<file path="src/rtl/fpm_seq_pkg.sv">
package fpm_seq_pkg;

    typedef enum logic [2:0] {
        ST_IDLE,
        ST_PRE,
        ST_ROW,
        ST_COL,
        ST_CAS,
        ST_ACK
    } seq_state_e;

    function automatic int unsigned cnt_width(input int unsigned maxv);
        return (maxv < 1) ? 1 : $clog2(maxv + 1);
    endfunction

    function automatic int unsigned lane_bits(input int unsigned lanes);
        return (lanes < 2) ? 1 : $clog2(lanes);
    endfunction

    function automatic int unsigned max_of(input int unsigned a, input int unsigned b);
        return (a > b) ? a : b;
    endfunction

endpackage

</file>
<file path="src/rtl/fpm_prech_timer.sv">
module fpm_prech_timer
    import fpm_seq_pkg::*;
#(
    parameter int unsigned CYCLES = 3,
    localparam int unsigned CW = cnt_width(CYCLES)
)(
    input  logic clk,
    input  logic rst,
    input  logic load_i,
    output logic expired_o
);

    logic [CW-1:0] cnt;

    always_ff @(posedge clk) begin
        if (rst) begin
            cnt <= '0;
        end else if (load_i) begin
            cnt <= CW'(CYCLES);
        end else if (cnt != '0) begin
            cnt <= cnt - CW'(1);
        end
    end

    assign expired_o = (cnt == '0);

    AST_TIMER_BOUND: assert property (@(posedge clk) disable iff (rst)
        load_i |=> (!expired_o || CYCLES == 0));

endmodule

</file>
<file path="src/rtl/fpm_page_track.sv">
module fpm_page_track #(
    parameter int unsigned ROW_W = 10
)(
    input  logic             clk,
    input  logic             rst,
    input  logic             open_i,
    input  logic [ROW_W-1:0] open_row_i,
    input  logic             close_i,
    input  logic [ROW_W-1:0] cmp_row_i,
    output logic             valid_o,
    output logic             hit_o
);

    logic [ROW_W-1:0] open_row;

    always_ff @(posedge clk) begin
        if (rst) begin
            valid_o  <= 1'b0;
            open_row <= '0;
        end else if (close_i) begin
            valid_o <= 1'b0;
        end else if (open_i) begin
            valid_o  <= 1'b1;
            open_row <= open_row_i;
        end
    end

    assign hit_o = valid_o && (open_row == cmp_row_i);

    AST_OPEN_CLOSE_EXCL: assert property (@(posedge clk) disable iff (rst)
        !(open_i && close_i));

    AST_OPEN_ONLY_CLOSED: assert property (@(posedge clk) disable iff (rst)
        open_i |-> !valid_o);

endmodule

</file>
<file path="src/rtl/fpm_lane_mux.sv">
module fpm_lane_mux
    import fpm_seq_pkg::*;
#(
    parameter int unsigned LANES = 4,
    localparam int unsigned LANE_W = lane_bits(LANES),
    localparam int unsigned DQ_W = LANES * 8
)(
    input  logic [LANE_W-1:0] lane_i,
    input  logic              active_i,
    input  logic [DQ_W-1:0]   dq_i,
    output logic [LANES-1:0]  cas_n_o,
    output logic [7:0]        byte_o
);

    logic [7:0] lane_bytes [LANES];

    for (genvar k = 0; k < LANES; k++) begin : g_lane
        assign lane_bytes[k] = dq_i[DQ_W-1-8*k -: 8];
        assign cas_n_o[k]    = !(active_i && (lane_i == LANE_W'(k)));
    end

    assign byte_o = lane_bytes[lane_i];

endmodule

</file>
<file path="src/rtl/fpm_rd_seq.sv">
module fpm_rd_seq
    import fpm_seq_pkg::*;
#(
    parameter int unsigned ROW_W     = 10,
    parameter int unsigned COL_W     = 10,
    parameter int unsigned LANES     = 4,
    parameter int unsigned RP_CYCLES = 3,
    parameter int unsigned CP_CYCLES = 2,
    localparam int unsigned LANE_W = lane_bits(LANES),
    localparam int unsigned ADDR_W = max_of(ROW_W, COL_W),
    localparam int unsigned DQ_W   = LANES * 8,
    localparam int unsigned REQ_W  = ROW_W + COL_W + LANE_W
)(
    input  logic              clk,
    input  logic              rst,
    input  logic              req_valid,
    input  logic [REQ_W-1:0]  req_addr,
    input  logic              page_close,
    input  logic [DQ_W-1:0]   dram_dq,
    output logic              ras_n,
    output logic [LANES-1:0]  cas_n,
    output logic [ADDR_W-1:0] dram_addr,
    output logic              xfer_ack,
    output logic [7:0]        rd_data
);

    typedef struct packed {
        logic [ROW_W-1:0]  row;
        logic [COL_W-1:0]  col;
        logic [LANE_W-1:0] lane;
    } req_t;

    localparam int unsigned RW = cnt_width(RP_CYCLES);
    localparam int unsigned CWH = cnt_width(CP_CYCLES);

    seq_state_e state, state_nx;
    req_t       in_req, req_q;
    logic       close_pend, close_now;
    logic       page_valid, row_hit;
    logic       rp_expired, cp_expired;
    logic       open_ev, close_ev, cas_load;
    logic       cas_active;
    logic [7:0] lane_byte;

    assign in_req    = req_t'(req_addr);
    assign close_now = page_close || close_pend;

    // page bookkeeping events
    assign open_ev  = (state == ST_PRE) && rp_expired;
    assign close_ev = ((state == ST_IDLE) && page_valid &&
                       (close_now || (req_valid && !row_hit)))
                   || ((state == ST_ACK) && close_now);
    assign cas_load = (state == ST_ACK);

    fpm_page_track #(.ROW_W(ROW_W)) u_page (
        .clk        (clk),
        .rst        (rst),
        .open_i     (open_ev),
        .open_row_i (req_q.row),
        .close_i    (close_ev),
        .cmp_row_i  (in_req.row),
        .valid_o    (page_valid),
        .hit_o      (row_hit)
    );

    fpm_prech_timer #(.CYCLES(RP_CYCLES)) u_rp_timer (
        .clk       (clk),
        .rst       (rst),
        .load_i    (close_ev),
        .expired_o (rp_expired)
    );

    fpm_prech_timer #(.CYCLES(CP_CYCLES)) u_cp_timer (
        .clk       (clk),
        .rst       (rst),
        .load_i    (cas_load),
        .expired_o (cp_expired)
    );

    // sequencing
    always_comb begin
        state_nx = state;
        unique case (state)
            ST_IDLE: if (req_valid) state_nx = (row_hit && !close_now) ? ST_COL : ST_PRE;
            ST_PRE:  if (rp_expired) state_nx = ST_ROW;
            ST_ROW:  state_nx = ST_COL;
            ST_COL:  if (cp_expired) state_nx = ST_CAS;
            ST_CAS:  state_nx = ST_ACK;
            ST_ACK:  state_nx = ST_IDLE;
            default: state_nx = ST_IDLE;
        endcase
    end

    always_ff @(posedge clk) begin
        if (rst) begin
            state      <= ST_IDLE;
            req_q      <= '0;
            close_pend <= 1'b0;
            rd_data    <= '0;
        end else begin
            state <= state_nx;
            if (state == ST_IDLE && req_valid) begin
                req_q <= in_req;
            end
            if (state == ST_IDLE || state == ST_ACK) begin
                close_pend <= 1'b0;
            end else if (page_close) begin
                close_pend <= 1'b1;
            end
            if (state == ST_ACK) begin
                rd_data <= lane_byte;
            end
        end
    end

    // pin drive
    assign cas_active = (state == ST_CAS) || (state == ST_ACK);
    assign xfer_ack   = (state == ST_ACK);
    assign ras_n      = !page_valid;

    always_comb begin
        if (state == ST_COL || state == ST_CAS || state == ST_ACK) begin
            dram_addr = ADDR_W'(req_q.col);
        end else begin
            dram_addr = ADDR_W'(req_q.row);
        end
    end

    fpm_lane_mux #(.LANES(LANES)) u_lane (
        .lane_i   (req_q.lane),
        .active_i (cas_active),
        .dq_i     (dram_dq),
        .cas_n_o  (cas_n),
        .byte_o   (lane_byte)
    );

    // strobe high-time counters used by the precharge checks
    logic [RW-1:0]  ras_hi_cnt;
    logic [CWH-1:0] cas_hi_cnt;
    logic           any_cas_low;

    assign any_cas_low = (cas_n != '1);

    always_ff @(posedge clk) begin
        if (rst) begin
            ras_hi_cnt <= RW'(RP_CYCLES);
            cas_hi_cnt <= CWH'(CP_CYCLES);
        end else begin
            if (!ras_n) ras_hi_cnt <= '0;
            else if (ras_hi_cnt < RW'(RP_CYCLES)) ras_hi_cnt <= ras_hi_cnt + RW'(1);
            if (any_cas_low) cas_hi_cnt <= '0;
            else if (cas_hi_cnt < CWH'(CP_CYCLES)) cas_hi_cnt <= cas_hi_cnt + CWH'(1);
        end
    end

    AST_RAS_PRECHARGE: assert property (@(posedge clk) disable iff (rst)
        $fell(ras_n) |-> (ras_hi_cnt >= RW'(RP_CYCLES)));

    AST_ROW_ON_RAS: assert property (@(posedge clk) disable iff (rst)
        $fell(ras_n) |-> (dram_addr == ADDR_W'(req_q.row)));

    AST_COL_AFTER_ROW: assert property (@(posedge clk) disable iff (rst)
        $fell(ras_n) |=> (dram_addr == ADDR_W'(req_q.col)));

    AST_COL_STABLE: assert property (@(posedge clk) disable iff (rst)
        $rose(any_cas_low) |-> $stable(dram_addr));

    AST_ACK_PULSE: assert property (@(posedge clk) disable iff (rst)
        xfer_ack |=> !xfer_ack);

    AST_ACK_WITH_CAS: assert property (@(posedge clk) disable iff (rst)
        xfer_ack |-> (any_cas_low && $past(any_cas_low)));

    AST_CAS_ENDS_WITH_ACK: assert property (@(posedge clk) disable iff (rst)
        $fell(xfer_ack) |-> !any_cas_low);

    AST_RAS_HELD: assert property (@(posedge clk) disable iff (rst)
        (xfer_ack && !close_now) |=> !ras_n);

    AST_HIT_NO_RAS: assert property (@(posedge clk) disable iff (rst)
        (state == ST_IDLE && req_valid && row_hit && !close_now) |=> (!ras_n && state == ST_COL));

    AST_CAS_PRECHARGE: assert property (@(posedge clk) disable iff (rst)
        $rose(any_cas_low) |-> (cas_hi_cnt >= CWH'(CP_CYCLES)));

    AST_CAS_ONEHOT: assert property (@(posedge clk) disable iff (rst)
        $onehot0(~cas_n));

    AST_CAS_NEEDS_RAS: assert property (@(posedge clk) disable iff (rst)
        any_cas_low |-> !ras_n);

    AST_CLOSE_AFTER_XFER: assert property (@(posedge clk) disable iff (rst)
        (xfer_ack && close_now) |=> ras_n);

    AST_BUSY_IGNORE: assert property (@(posedge clk) disable iff (rst)
        (state != ST_IDLE) |=> $stable(req_q));

endmodule

</file>
<file path="config.mk">
export PLATFORM = sky130hd
export DESIGN_NAME = fpm_rd_seq
export DESIGN_NICKNAME = d
export VERILOG_FILES = /design/src/rtl/fpm_seq_pkg.sv /design/src/rtl/fpm_prech_timer.sv /design/src/rtl/fpm_page_track.sv /design/src/rtl/fpm_lane_mux.sv /design/src/rtl/fpm_rd_seq.sv
export SDC_FILE = /design/constraint.sdc
export NUM_CORES = 1
export LEC_CHECK = 0
export ABC_AREA = 1
export BUFFER_PORTS_ARGS = -buffer_cell sky130_fd_sc_hd__buf_2
export CORE_MARGIN = 2
export CORE_UTILIZATION = 55
export CTS_BUF_LIST = sky130_fd_sc_hd__clkbuf_8
export DETAILED_ROUTE_END_ITERATION = 7
export PLACE_DENSITY = 0.94
export RECOVER_POWER = 100
export REMOVE_ABC_BUFFERS = 1
export SLEW_MARGIN = 10
export SYNTH_ARGS = -nofsm -noshare
export SYNTH_HDL_FRONTEND = slang
export SYNTH_SLANG_ARGS = --single-unit
</file>
<file path="constraint.sdc">
create_clock -name clk -period 2.6 [get_ports clk]
set_input_delay 0.52 -clock clk [delete_from_list [all_inputs] [get_ports clk]]
set_output_delay 0.52 -clock clk [all_outputs]
set_load 0.05 [all_outputs]
</file>
After elaboration in Yosys (flattened, before gate mapping) --
Index checks and enable logic that the tools add are counted.
Storage, ports and cells: word-level logic and storage cells 80, register bits after elaboration 49, bits of input ports 58
Cells by class: equality and inequality tests 12, bitwise logic cells 2, $add $sub $neg 2, mux-type cells 13, magnitude comparators 1, reductions and logical operators 39
Operators with widths (count):
- $bmux W8 S2 | 1
- $mux W8 | 2
- $pmux W3 S5 | 1
- $logic_and A1 B1 Y1 | 12
- $eq A10 B10 Y1 | 1
- $mux W10 | 1
- $mux W2 | 5
- $mux W3 | 3
- $reduce_bool A2 Y1 | 4
- $logic_not A1 Y1 | 7
- $logic_or A1 B1 Y1 | 7
- $eq A3 B2 Y1 const B | 2
- $eq A3 B3 Y1 const B | 2
- $logic_not A2 Y1 | 3
- $ne A2 B2 Y1 const B | 3
- $reduce_or A2 Y1 | 3
- $eq A2 B2 Y1 const B | 2
- $sub A2 B1 Y2 const B | 2
- $eq A3 B1 Y1 const B | 1
- $ge A3 B3 Y1 const B | 1
- $logic_not A3 Y1 | 1
- $not A2 Y3 | 1
- $reduce_and A3 Y1 | 1
- $eq A2 B1 Y1 const B | 1
- other kinds (2) | 2

Logic depth before layout (Yosys ltp) --
Gate-level depths: netlist (run 1).
depth in word-level cells 9, depth in mapped cells 11, depth with buffers taken out 11

Cells and area by module --
From an unflattened synthesis (run 1), not the netlist that was laid out.
Unflattened totals: cell total of the unflattened synthesis 417, area total of the unflattened synthesis 2671.3 um^2
Modules (own cells, without submodules):
- fpm_rd_seq | sequential area each 680.7 um^2, area an instance 1483.9 um^2, instances 1, cells an instance 212
- fpm_page_track | sequential area each 220.2 um^2, area an instance 625.6 um^2, instances 1, cells an instance 92
- fpm_lane_mux | sequential area each 0.0 um^2, area an instance 369.1 um^2, instances 1, cells an instance 82
- fpm_prech_timer at u_rp_timer | sequential area each 40.0 um^2, area an instance 113.9 um^2, instances 1, cells an instance 19
- fpm_prech_timer at u_cp_timer | sequential area each 40.0 um^2, area an instance 78.8 um^2, instances 1, cells an instance 12

Worst setup path after synthesis (run 1) --
No wires, ideal clock.
path kind register to output, start register state[2], end output dram_addr[0], stages on the path, launching flop included 7, path buffers 1, slack 0.191 ns, arrival 1.889 ns, required time 2.080 ns, path through dfxtp_1 > inv_2 > nor2_4 > inv_2 > nand2_1 > clkbuf_1 > o21ai_0
On the way: longest elaborated chain between the ends 4, elaborated cells on any way between the ends 6, classes of those cells 3 x eq/ne; 1 x mux; 2 x reduce/logical
RTL lines:
- from (decl) | RTL line fpm_rd_seq.sv:36 | seq_state_e state, state_nx;
- from (signal assigned) | RTL line fpm_rd_seq.sv:101 | state <= state_nx;
- $eq A3 B2 Y1 or $eq A3 B3 Y1 (tied branches) | RTL line fpm_rd_seq.sv:122 | if (state == ST_COL || state == ST_CAS || state == ST_ACK) begin
- $logic_or A1 B1 Y1 | RTL line fpm_rd_seq.sv:122
- $logic_or A1 B1 Y1 (*) | RTL line fpm_rd_seq.sv:122
- $mux W10 (*) | RTL line fpm_rd_seq.sv:122
- to (decl) | RTL line fpm_rd_seq.sv:22 | output logic [ADDR_W-1:0] dram_addr,
Mark *: on every way between the ends. The rest lies on a longest branch, timed or not.

Final worst setup path (run 1) --
start register state[1], end output dram_addr[1]
The elaborated chain is that of the path after synthesis.

==> results of run 1 <==
metal layers:
| metal | vias to the layer above | share of wire | routed length [µm] | global-route usage |
|---|---|---|---|---|
| met5 | - | 0 | 0 | 0 |
| met2 | 96 | 0.48 | 2790 | 0.443 |
| li1 | 1262 | - | - | - |
| met3 | 9 | 0.075 | 440 | 0.0712 |
| met1 | 1066 | 0.43 | 2520 | 0.300 |
| met4 | 0 | 0.019 | 112 | 0.0937 |
registers in the layout, indices dropped and copies added, names as in the netlist:
register	cells
req_q	22
u_page.open_row	10
rd_data	8
state	3
u_cp_timer.cnt	2
u_rp_timer.cnt	2
close_pend	1
u_page.valid_o	1
cells in the mapped netlist:
library cell | count | area share
a21oi_1 | 40 | 0.086
a22oi_1 | 8 | 0.026
a31oi_1 | 2 | 0.0054
a41oi_1 | 6 | 0.022
buf_2 | 6 | 0.013
buf_6 | 1 | 0.0048
clkbuf_1 | 8 | 0.013
clkinv_1 | 3 | 0.0048
dfxtp_1 | 49 | 0.42
ha_1 | 1 | 0.0054
inv_1 | 45 | 0.072
inv_2 | 3 | 0.0048
nand2_1 | 87 | 0.14
nand2_2 | 1 | 0.0027
nand3_1 | 16 | 0.034
nor2_1 | 13 | 0.021
nor2_2 | 1 | 0.0027
nor2_4 | 1 | 0.0048
nor2_8 | 1 | 0.0086
nor3_1 | 2 | 0.0043
nor3b_1 | 1 | 0.0032
nor4_1 | 1 | 0.0027
nor4b_1 | 1 | 0.0037
o21ai_0 | 42 | 0.090
o21ai_1 | 1 | 0.0021
xor2_1 | 1 | 0.0037
repair_timing:
action,4_1_cts,5_1_grt
hold buffers,0,0
setup endpoints to repair,0,3
resized for setup,0,4
how the worst min path moves through the flow:
stage	start	end	slack (ps)	depth (start not counted)
detailed placement	u_cp_timer.cnt[0]	u_cp_timer.cnt[0]	450	1
finish	u_cp_timer.cnt[0]	u_cp_timer.cnt[0]	460	1
global placement	u_cp_timer.cnt[0]	u_cp_timer.cnt[0]	440	1
global route	req_addr[2]	req_q[2]	480	3
CTS	u_cp_timer.cnt[0]	u_cp_timer.cnt[0]	460	1
floorplan	u_cp_timer.cnt[0]	u_cp_timer.cnt[0]	420	1
stage by stage:
step / cells / area, µm² / total power, mW
6_report: 469 / 2850 / 2.06
5_1_grt: 469 / 2850 / 2.20
4_1_cts: 469 / 2870 / 2.07
3_5_place_dp: 461 / 2760 / 1.58
3_3_place_gp: 461 / 2760 / 1.56
2_1_floorplan: 326 / 2270 / 1.39
worst max-delay path, delay by kind of cell (launching register included):
kind | cells | cell delay, ps
flops | 1 | 430
compound gates | 1 | 60
buf+inv | 4 | 690
simple gates | 3 | 410
layout make-up:
class | count | area (µm²) | area share
multi-input combinational | 226 | 1090 | 0.383
sequential | 49 | 981 | 0.344
timing repair buffer | 85 | 420 | 0.148
inverter | 51 | 191 | 0.0672
clock buffer | 7 | 96.3 | 0.0338
tap | 50 | 62.6 | 0.0220
clock inverter | 1 | 5.00 | 0.00176
logic make-up after synthesis:
kind of cell    count (synthesis)  share of synthesized area
xor+xnor                        1                    0.00375
flops                          49                      0.420
buf+inv                        66                      0.112
compound gates                 99                      0.231
simple gates                  125                      0.228
fa+ha+maj                       1                    0.00535
power groups by stage:
| stage | combinational [mW] | sequential [mW] | clock, mW |
|---|---|---|---|
| 2_1_floorplan | 0.469 | 0.916 | 0 |
| 3_3_place_gp | 0.640 | 0.918 | 0 |
| 3_5_place_dp | 0.654 | 0.925 | 0 |
| 4_1_cts | 0.659 | 0.908 | 0.499 |
| 5_1_grt | 0.743 | 0.919 | 0.535 |
| 6_report | 0.655 | 0.908 | 0.495 |
==> results.toml, run 1 <==
[power]
pwr-share-clk = 0.241
p_leak_nw = 1.32
powerDensity_nw_per_um2 = 723
peakVddDrop_mv = 0.362
sw_frac_of_total = 0.367
switchingPower_uw = 756
power_frac_comb = 0.318
p_int_mw = 1.30
seqPwrFrac = 0.441

[routing]
postRouteAntennaNets = 0
first_iter_violations = 161
post-route-drc-count = 0
dr_total_vias = 2433
drt_pass1_iterations = 4
viasPerCell = 5.19
wl_um = 5860
wl_per_cell_um = 12.5

[die]
io_pins = 82
core_area_um2 = 4060
initial_core_util = 0.576
die-area_um2 = 4790
num_rows = 23
dieWidth_um = 69.2
dieHeight_um = 69.2

[min_path]
holdCritPathClass = "flop to flop"

[layout]
mostFrequentLayoutCell = "nand2_1"
fin_util = 0.702
final_cell_mix = "87 x nand2_1, 60 x buf_2, 49 x dfxtp_1, 46 x inv_1, 43 x o21ai_0"
fillers = 348
diodes = 0
drive_gt1_frac = 0.196
syn_to_final_growth_pct = 21.8
nNetsFinal = 477

[placed_design]
hpwl_um = 4260
gp_congestion = 0.784
dp_slack_ps = 502
io_buffer_count = 81

[timing]
slew_viol_final = 0
skew_ps = 4.82
max-slew-margin-rel = 0.400
max_slew.worst_pin.slew_ps = 900
hold_slack_ps = 457
fmax_mhz = 413
period_share = 0.930
final-setup-viol-count = 0
rsz0062_at_grt = "no"
fin_ws_ps = 181
min_period_ps = 2420
hold_violations = 0
timing.setup.tns_ps = 0

[run_status]
status = "finished clean"

[flow_run]
maxCapViolCount = 0

[critical_path]
cp_slowest_stage_delay_ps = 430
critPathCaptureType = "output port"
worst-endpoint-arrival_ps = 1900
cp_max_fo = 14
regToRegSetupSlack_ps = 570
r2r.worst_path.cells = 9
critical-path-slowest-cell = "dfxtp_1"
cp_cell_sequence = "inv_1, nor3_1, inv_1, nand2_1, buf_4, nand2_1, o21ai_0, buf_2"
timing.rr.end = "u_page.valid_o"
r2r_start = "state[0]"
critPathLaunch = "state[1]"
worst_setup_path_start_kind = "flop"
required_ps = 2080
critPathKind = "flop to output port"
endpoint = "dram_addr[1]"

[synth]
syn_avg_cell_area_um2 = 6.85
ys_seq_elements = 49
syn_inst = 341
synthesis.area_um2 = 2340
yosysSeqAreaShare = 0.420
netlist-cell-type-count = 26
yosysWarnings = 0

[clock_network]
clkSlewWorstSetupHoldPaths_ps = 90
cts_buffers = 5
cts_tree = "yes"
cts.sinks = 49
htreeDepth = 2
cts-root-buf = "clkbuf_8"
clk_path_buf_depth = 2
clk-insertion-delay-late_ps = 310
cts_setup_buffers = 0

[grt]
grt_pass1_vias = 2267
grt_max_degree = 35
antenna_found_initial = 0
grt_use_total = 0.256
grt_pass1_wl_um = 9890
grt.overflow.total = 0
(Power assumes the default switching activity.)
==> inputs of run 2 (changes only) <==
CORE_UTILIZATION = 51   (was 55)
PLACE_DENSITY = 0.88   (was 0.94)
clock period = 2.45 ns   (was 2.6 ns; I/O delays follow)
==> run 2 against run 1 <==
  * Routed wire length rose by 1.6%
  * Clock skew rose by 6.7 ps
  * Critical path depth did not move
==> results.toml, run 2 (same netlist as run 1, synthesis figures left out) <==
[timing]
min_period_ps = 2260
skew_ps = 11.6
max_slew.worst_pin.slew_ps = 892
hold_violations = 0
fmax_mhz = 442
slew_viol_final = 0
timing.setup.tns_ps = 0
hold_slack_ps = 447
max-slew-margin-rel = 0.405
period_share = 0.924
final-setup-viol-count = 0
fin_ws_ps = 185

[clock_network]
htreeDepth = 2
cts-root-buf = "clkbuf_8"
cts.sinks = 49
cts_tree = "yes"
clk_path_buf_depth = 2
clk-insertion-delay-late_ps = 300
cts_buffers = 5
clkSlewWorstSetupHoldPaths_ps = 90
hold_buffers = 0

[routing]
dr_total_vias = 2489
drt_pass1_iterations = 5
post-route-drc-count = 0
wl_um = 5950
wl_per_cell_um = 12.6
viasPerCell = 5.26
first_iter_violations = 229
postRouteAntennaNets = 0

[die]
dieHeight_um = 71.7
initial_core_util = 0.533
num_rows = 24
core_area_um2 = 4380
io_pins = 82
die-area_um2 = 5140
dieWidth_um = 71.7

[placed_design]
dp_slack_ps = 539
place_inst = 465
gp_congestion = 0.773
dpl-instance-area_um2 = 2780
io_buffer_count = 81
hpwl_um = 4310

[grt]
grt_pass1_vias = 2310
grt_use_total = 0.240
grt.overflow.total = 0
grt_pass1_wl_um = 9860
antenna_found_initial = 0
grt_max_degree = 35

[critical_path]
required_ps = 1960
worst_setup_path_start_kind = "flop"
cp_max_fo = 12
critical-path-slowest-cell = "dfxtp_1"
path_buf_inv = 4
r2r.worst_path.cells = 9
regToRegSetupSlack_ps = 390
timing.rr.end = "state[1]"
critPathCaptureType = "output port"
crit_family = "buffers and inverters"
r2r_start = "state[0]"
worst-endpoint-arrival_ps = 1770
cp_slowest_stage_delay_ps = 340
critPathKind = "flop to output port"
cp_cell_sequence = "inv_1, nor3_2, inv_1, nand2_1, buf_4, nand2_1, o21ai_0, clkbuf_2"

[layout]
biggestRegsByFlops = "req_q x22, u_page.open_row x10, rd_data x8"
mostFrequentLayoutCell = "nand2_1"
regMostFlops = "req_q"
final_area_um2 = 2860
final_cell_mix = "87 x nand2_1, 58 x buf_2, 49 x dfxtp_1, 46 x inv_1, 42 x o21ai_0"
drive_gt1_frac = 0.204
fin_util = 0.652
diodes = 0
instances_no_fill = 473
largest_register_ffs = 22
nNetsFinal = 479
syn_to_final_growth_pct = 22.3

[min_path]
hold_depth = 3
hold-path-endpoint = "req_q[9]"
holdCritPathClass = "input port to flop"
worstHoldStart = "req_addr[9]"

[power]
sw_frac_of_total = 0.374
power_mw = 2.17
peakVddDrop_mv = 0.299
p_int_mw = 1.36
switchingPower_uw = 811
powerDensity_nw_per_um2 = 760
pwr-share-clk = 0.229
p_leak_nw = 1.33
seqPwrFrac = 0.444
power_frac_comb = 0.326

[run_status]
status = "finished clean"

[flow_run]
maxCapViolCount = 0
-- run 2: timing repair --
action | 4_1_cts | 5_1_grt
gates resized for setup | 0 | 2
setup endpoints to repair | 0 | 5
setup buffers | 0 | 0
-- run 2: routing by layer --
metal  track usage  vias up  wire length [µm]
li1              -     1267                 -
met1         0.283     1114              2490
met2         0.424      100              2930
met3        0.0549        8               458
met4        0.0860        0                76
met5             0        -                 0
-- run 2: worst max-delay path by stage --
stage / start / endpoint / slack [ps] / cells after the start
floorplan: state[2] / dram_addr[0] / -40 / 5
global placement: state[1] / dram_addr[9] / 590 / 8
detailed placement: state[2] / dram_addr[7] / 540 / 8
CTS: state[2] / dram_addr[7] / 210 / 8
global route: state[0] / dram_addr[9] / -10 / 8
finish: state[0] / dram_addr[3] / 190 / 8
-- run 2: final cells by class --
class	count	area [µm²]
well taps	52	65.1
clock inverters	2	13.8
multi-input cells	226	1100
flip-flops and latches	49	981
inverters	51	191
fillers	387	1530
repair buffers	87	429
clock buffers	6	82.6
-- run 2: power by group through the flow --
stage | registers, mW | clock network (mW) | logic [mW]
final | 0.965 | 0.498 | 0.709
after global routing | 0.975 | 0.537 | 0.802
after CTS | 0.964 | 0.506 | 0.717
after detailed placement | 0.981 | 0 | 0.710
after global placement | 0.974 | 0 | 0.688
after floorplan | 0.972 | 0 | 0.498
-- run 2: tightest hold or removal path, delay by kind of cell --
kind | cells | cell delay [ps]
buf+inv | 1 | 100
compound gates | 1 | 60
simple gates | 1 | 70
==> inputs of run 3 (changes only) <==
BUFFER_PORTS_ARGS = not set   (was -buffer_cell sky130_fd_sc_hd__buf_2)
CORE_UTILIZATION = 65   (was 51)
DONT_BUFFER_PORTS = 1   (was not set)
==> run 3 against run 2 <==
  * Sequential share of layout area up 4.8 points
  * Fmax down 1.2%
  * Critical endpoint is now dram_addr[1]
  * Global-route usage up 2.5 points
  * Clock skew about the same
  * Highest routed layer unchanged
  * Largest cell class unchanged
  * Hold slack worse by 200 ps
  * Critical path depth unchanged
  * Count of clock-buffer cells in the layout unchanged
  * Combinational power down 8.9%
  * Sequential power about the same
  * Total power down 3.4%
==> results.toml, run 3 (same netlist as run 1, synthesis figures left out) <==
[run_status]
status = "finished clean"

[clock_network]
clkSlewWorstSetupHoldPaths_ps = 90
hold_buffers = 0
cts_tree = "yes"
post_cts_resized = 0
htreeDepth = 2
clk_path_buf_depth = 2
cts_setup_buffers = 0
clk-insertion-delay-late_ps = 300
cts_buffers = 5
cts.sinks = 49
cts-root-buf = "clkbuf_8"

[routing]
dr_total_vias = 2176
postRouteAntennaNets = 0
wl_um = 5120
first_iter_violations = 200
drt_pass1_iterations = 4
wl_per_cell_um = 13.0
post-route-drc-count = 0
viasPerCell = 5.54

[critical_path]
cp_max_fo = 20
cp_cell_sequence = "inv_1, nor3_1, inv_1, nand2_1, buf_4, nand2_1, o21ai_1, buf_2"
worst_setup_path_start_kind = "flop"
critical-path-slowest-cell = "dfxtp_1"
critPathCaptureType = "output port"
critPathKind = "flop to output port"
required_ps = 1960
worst-endpoint-arrival_ps = 1800
cp_slowest_stage_delay_ps = 420

[timing]
skew_ps = 11.4
fin_ws_ps = 159
max_slew.worst_pin.slew_ps = 931
slew_viol_final = 0
period_share = 0.935
rsz0062_at_grt = "no"
final-setup-viol-count = 0
fmax_mhz = 436
min_period_ps = 2290
max-slew-margin-rel = 0.378
hold_violations = 0

[flow_run]
maxCapViolCount = 0

[layout]
final_cell_mix = "88 x nand2_1, 49 x dfxtp_1, 46 x inv_1, 40 x a21oi_1, 32 x o21ai_0"
regArea_um2 = 981
diodes = 0
regMostFlops = "req_q"
instances_no_fill = 393
fillers = 288
final_area_um2 = 2510
biggestRegsByFlops = "req_q x22, u_page.open_row x10, rd_data x8"
drive_gt1_frac = 0.0749
mostFrequentLayoutCell = "nand2_1"
syn_to_final_growth_pct = 7.39
fin_util = 0.740
multiInputGateArea_um2 = 1090
largest_register_ffs = 22
nNetsFinal = 405

[die]
dieWidth_um = 64.0
num_rows = 21
initial_core_util = 0.690
dieHeight_um = 64.0
core_area_um2 = 3390
io_pins = 82
die-area_um2 = 4090

[placed_design]
gp_congestion = 0.786
dp_slack_ps = 519
dpl-instance-area_um2 = 2420
hpwl_um = 3680
io_buffer_count = 0
place_inst = 385

[grt]
grt_pass1_vias = 1953
grt.overflow.total = 0
grt_use_total = 0.265
grt_pass1_wl_um = 8620
antenna_found_initial = 0
grt_max_degree = 35

[power]
switchingPower_uw = 760
p_int_mw = 1.34
peakVddDrop_mv = 0.570
seqPwrFrac = 0.461
sw_frac_of_total = 0.362
power_frac_comb = 0.308
p_leak_nw = 1.08
power_mw = 2.10
powerDensity_nw_per_um2 = 836
pwr-share-clk = 0.231

[min_path]
holdCritPathClass = "input port to flop"
## run 3: area by class of cell
| class | count | area share |
|---|---|---|
| Sequential cell | 49 | 0.391 |
| Tap cell | 46 | 0.0229 |
| Inverter | 51 | 0.0763 |
| Clock inverter | 2 | 0.00548 |
| Multi-Input combinational cell | 226 | 0.435 |
| Timing Repair Buffer | 13 | 0.0369 |
| Clock buffer | 6 | 0.0329 |
## run 3: metrics by stage
step,hold slack [ps],TNS (ps)
2_1_floorplan,415,-367
3_3_place_gp,438,0
3_5_place_dp,430,0
4_1_cts,238,0
5_1_grt,230,0
6_report,248,0
## run 3: critical path: cells and delay by family, from the launching register on
kind	cells	cell delay (ps)
flops	1	420
compound gates	1	70
simple gates	3	330
buf+inv	4	670
## run 3: per-layer routing
layer  vias to the layer above  track usage  share of wire
li1                       1118            -              -
met1                       975        0.329           0.43
met2                        76        0.457           0.49
met3                         7       0.0475          0.071
met4                         0       0.0978          0.014
met5                         -            0              0
## run 3: final timing paths
| check | from | to | slack (ps) | cells past startpoint |
|---|---|---|---|---|
| worst min register to register | u_cp_timer.cnt[0] | u_cp_timer.cnt[0] | 440 | 1 |
| worst min-delay path | rst | req_q[8] | 250 | 1 |
| worst max-delay path | state[1] | dram_addr[1] | 160 | 8 |
| worst max register to register | state[1] | req_q[0] | 370 | 7 |
## run 3: power groups by stage
stage	sequential [mW]	combinational (mW)	clock [mW]
CTS	0.966	0.652	0.496
global route	0.978	0.734	0.527
finish	0.966	0.646	0.485
floorplan	0.972	0.498	0
detailed placement	0.985	0.648	0
global placement	0.979	0.629	0
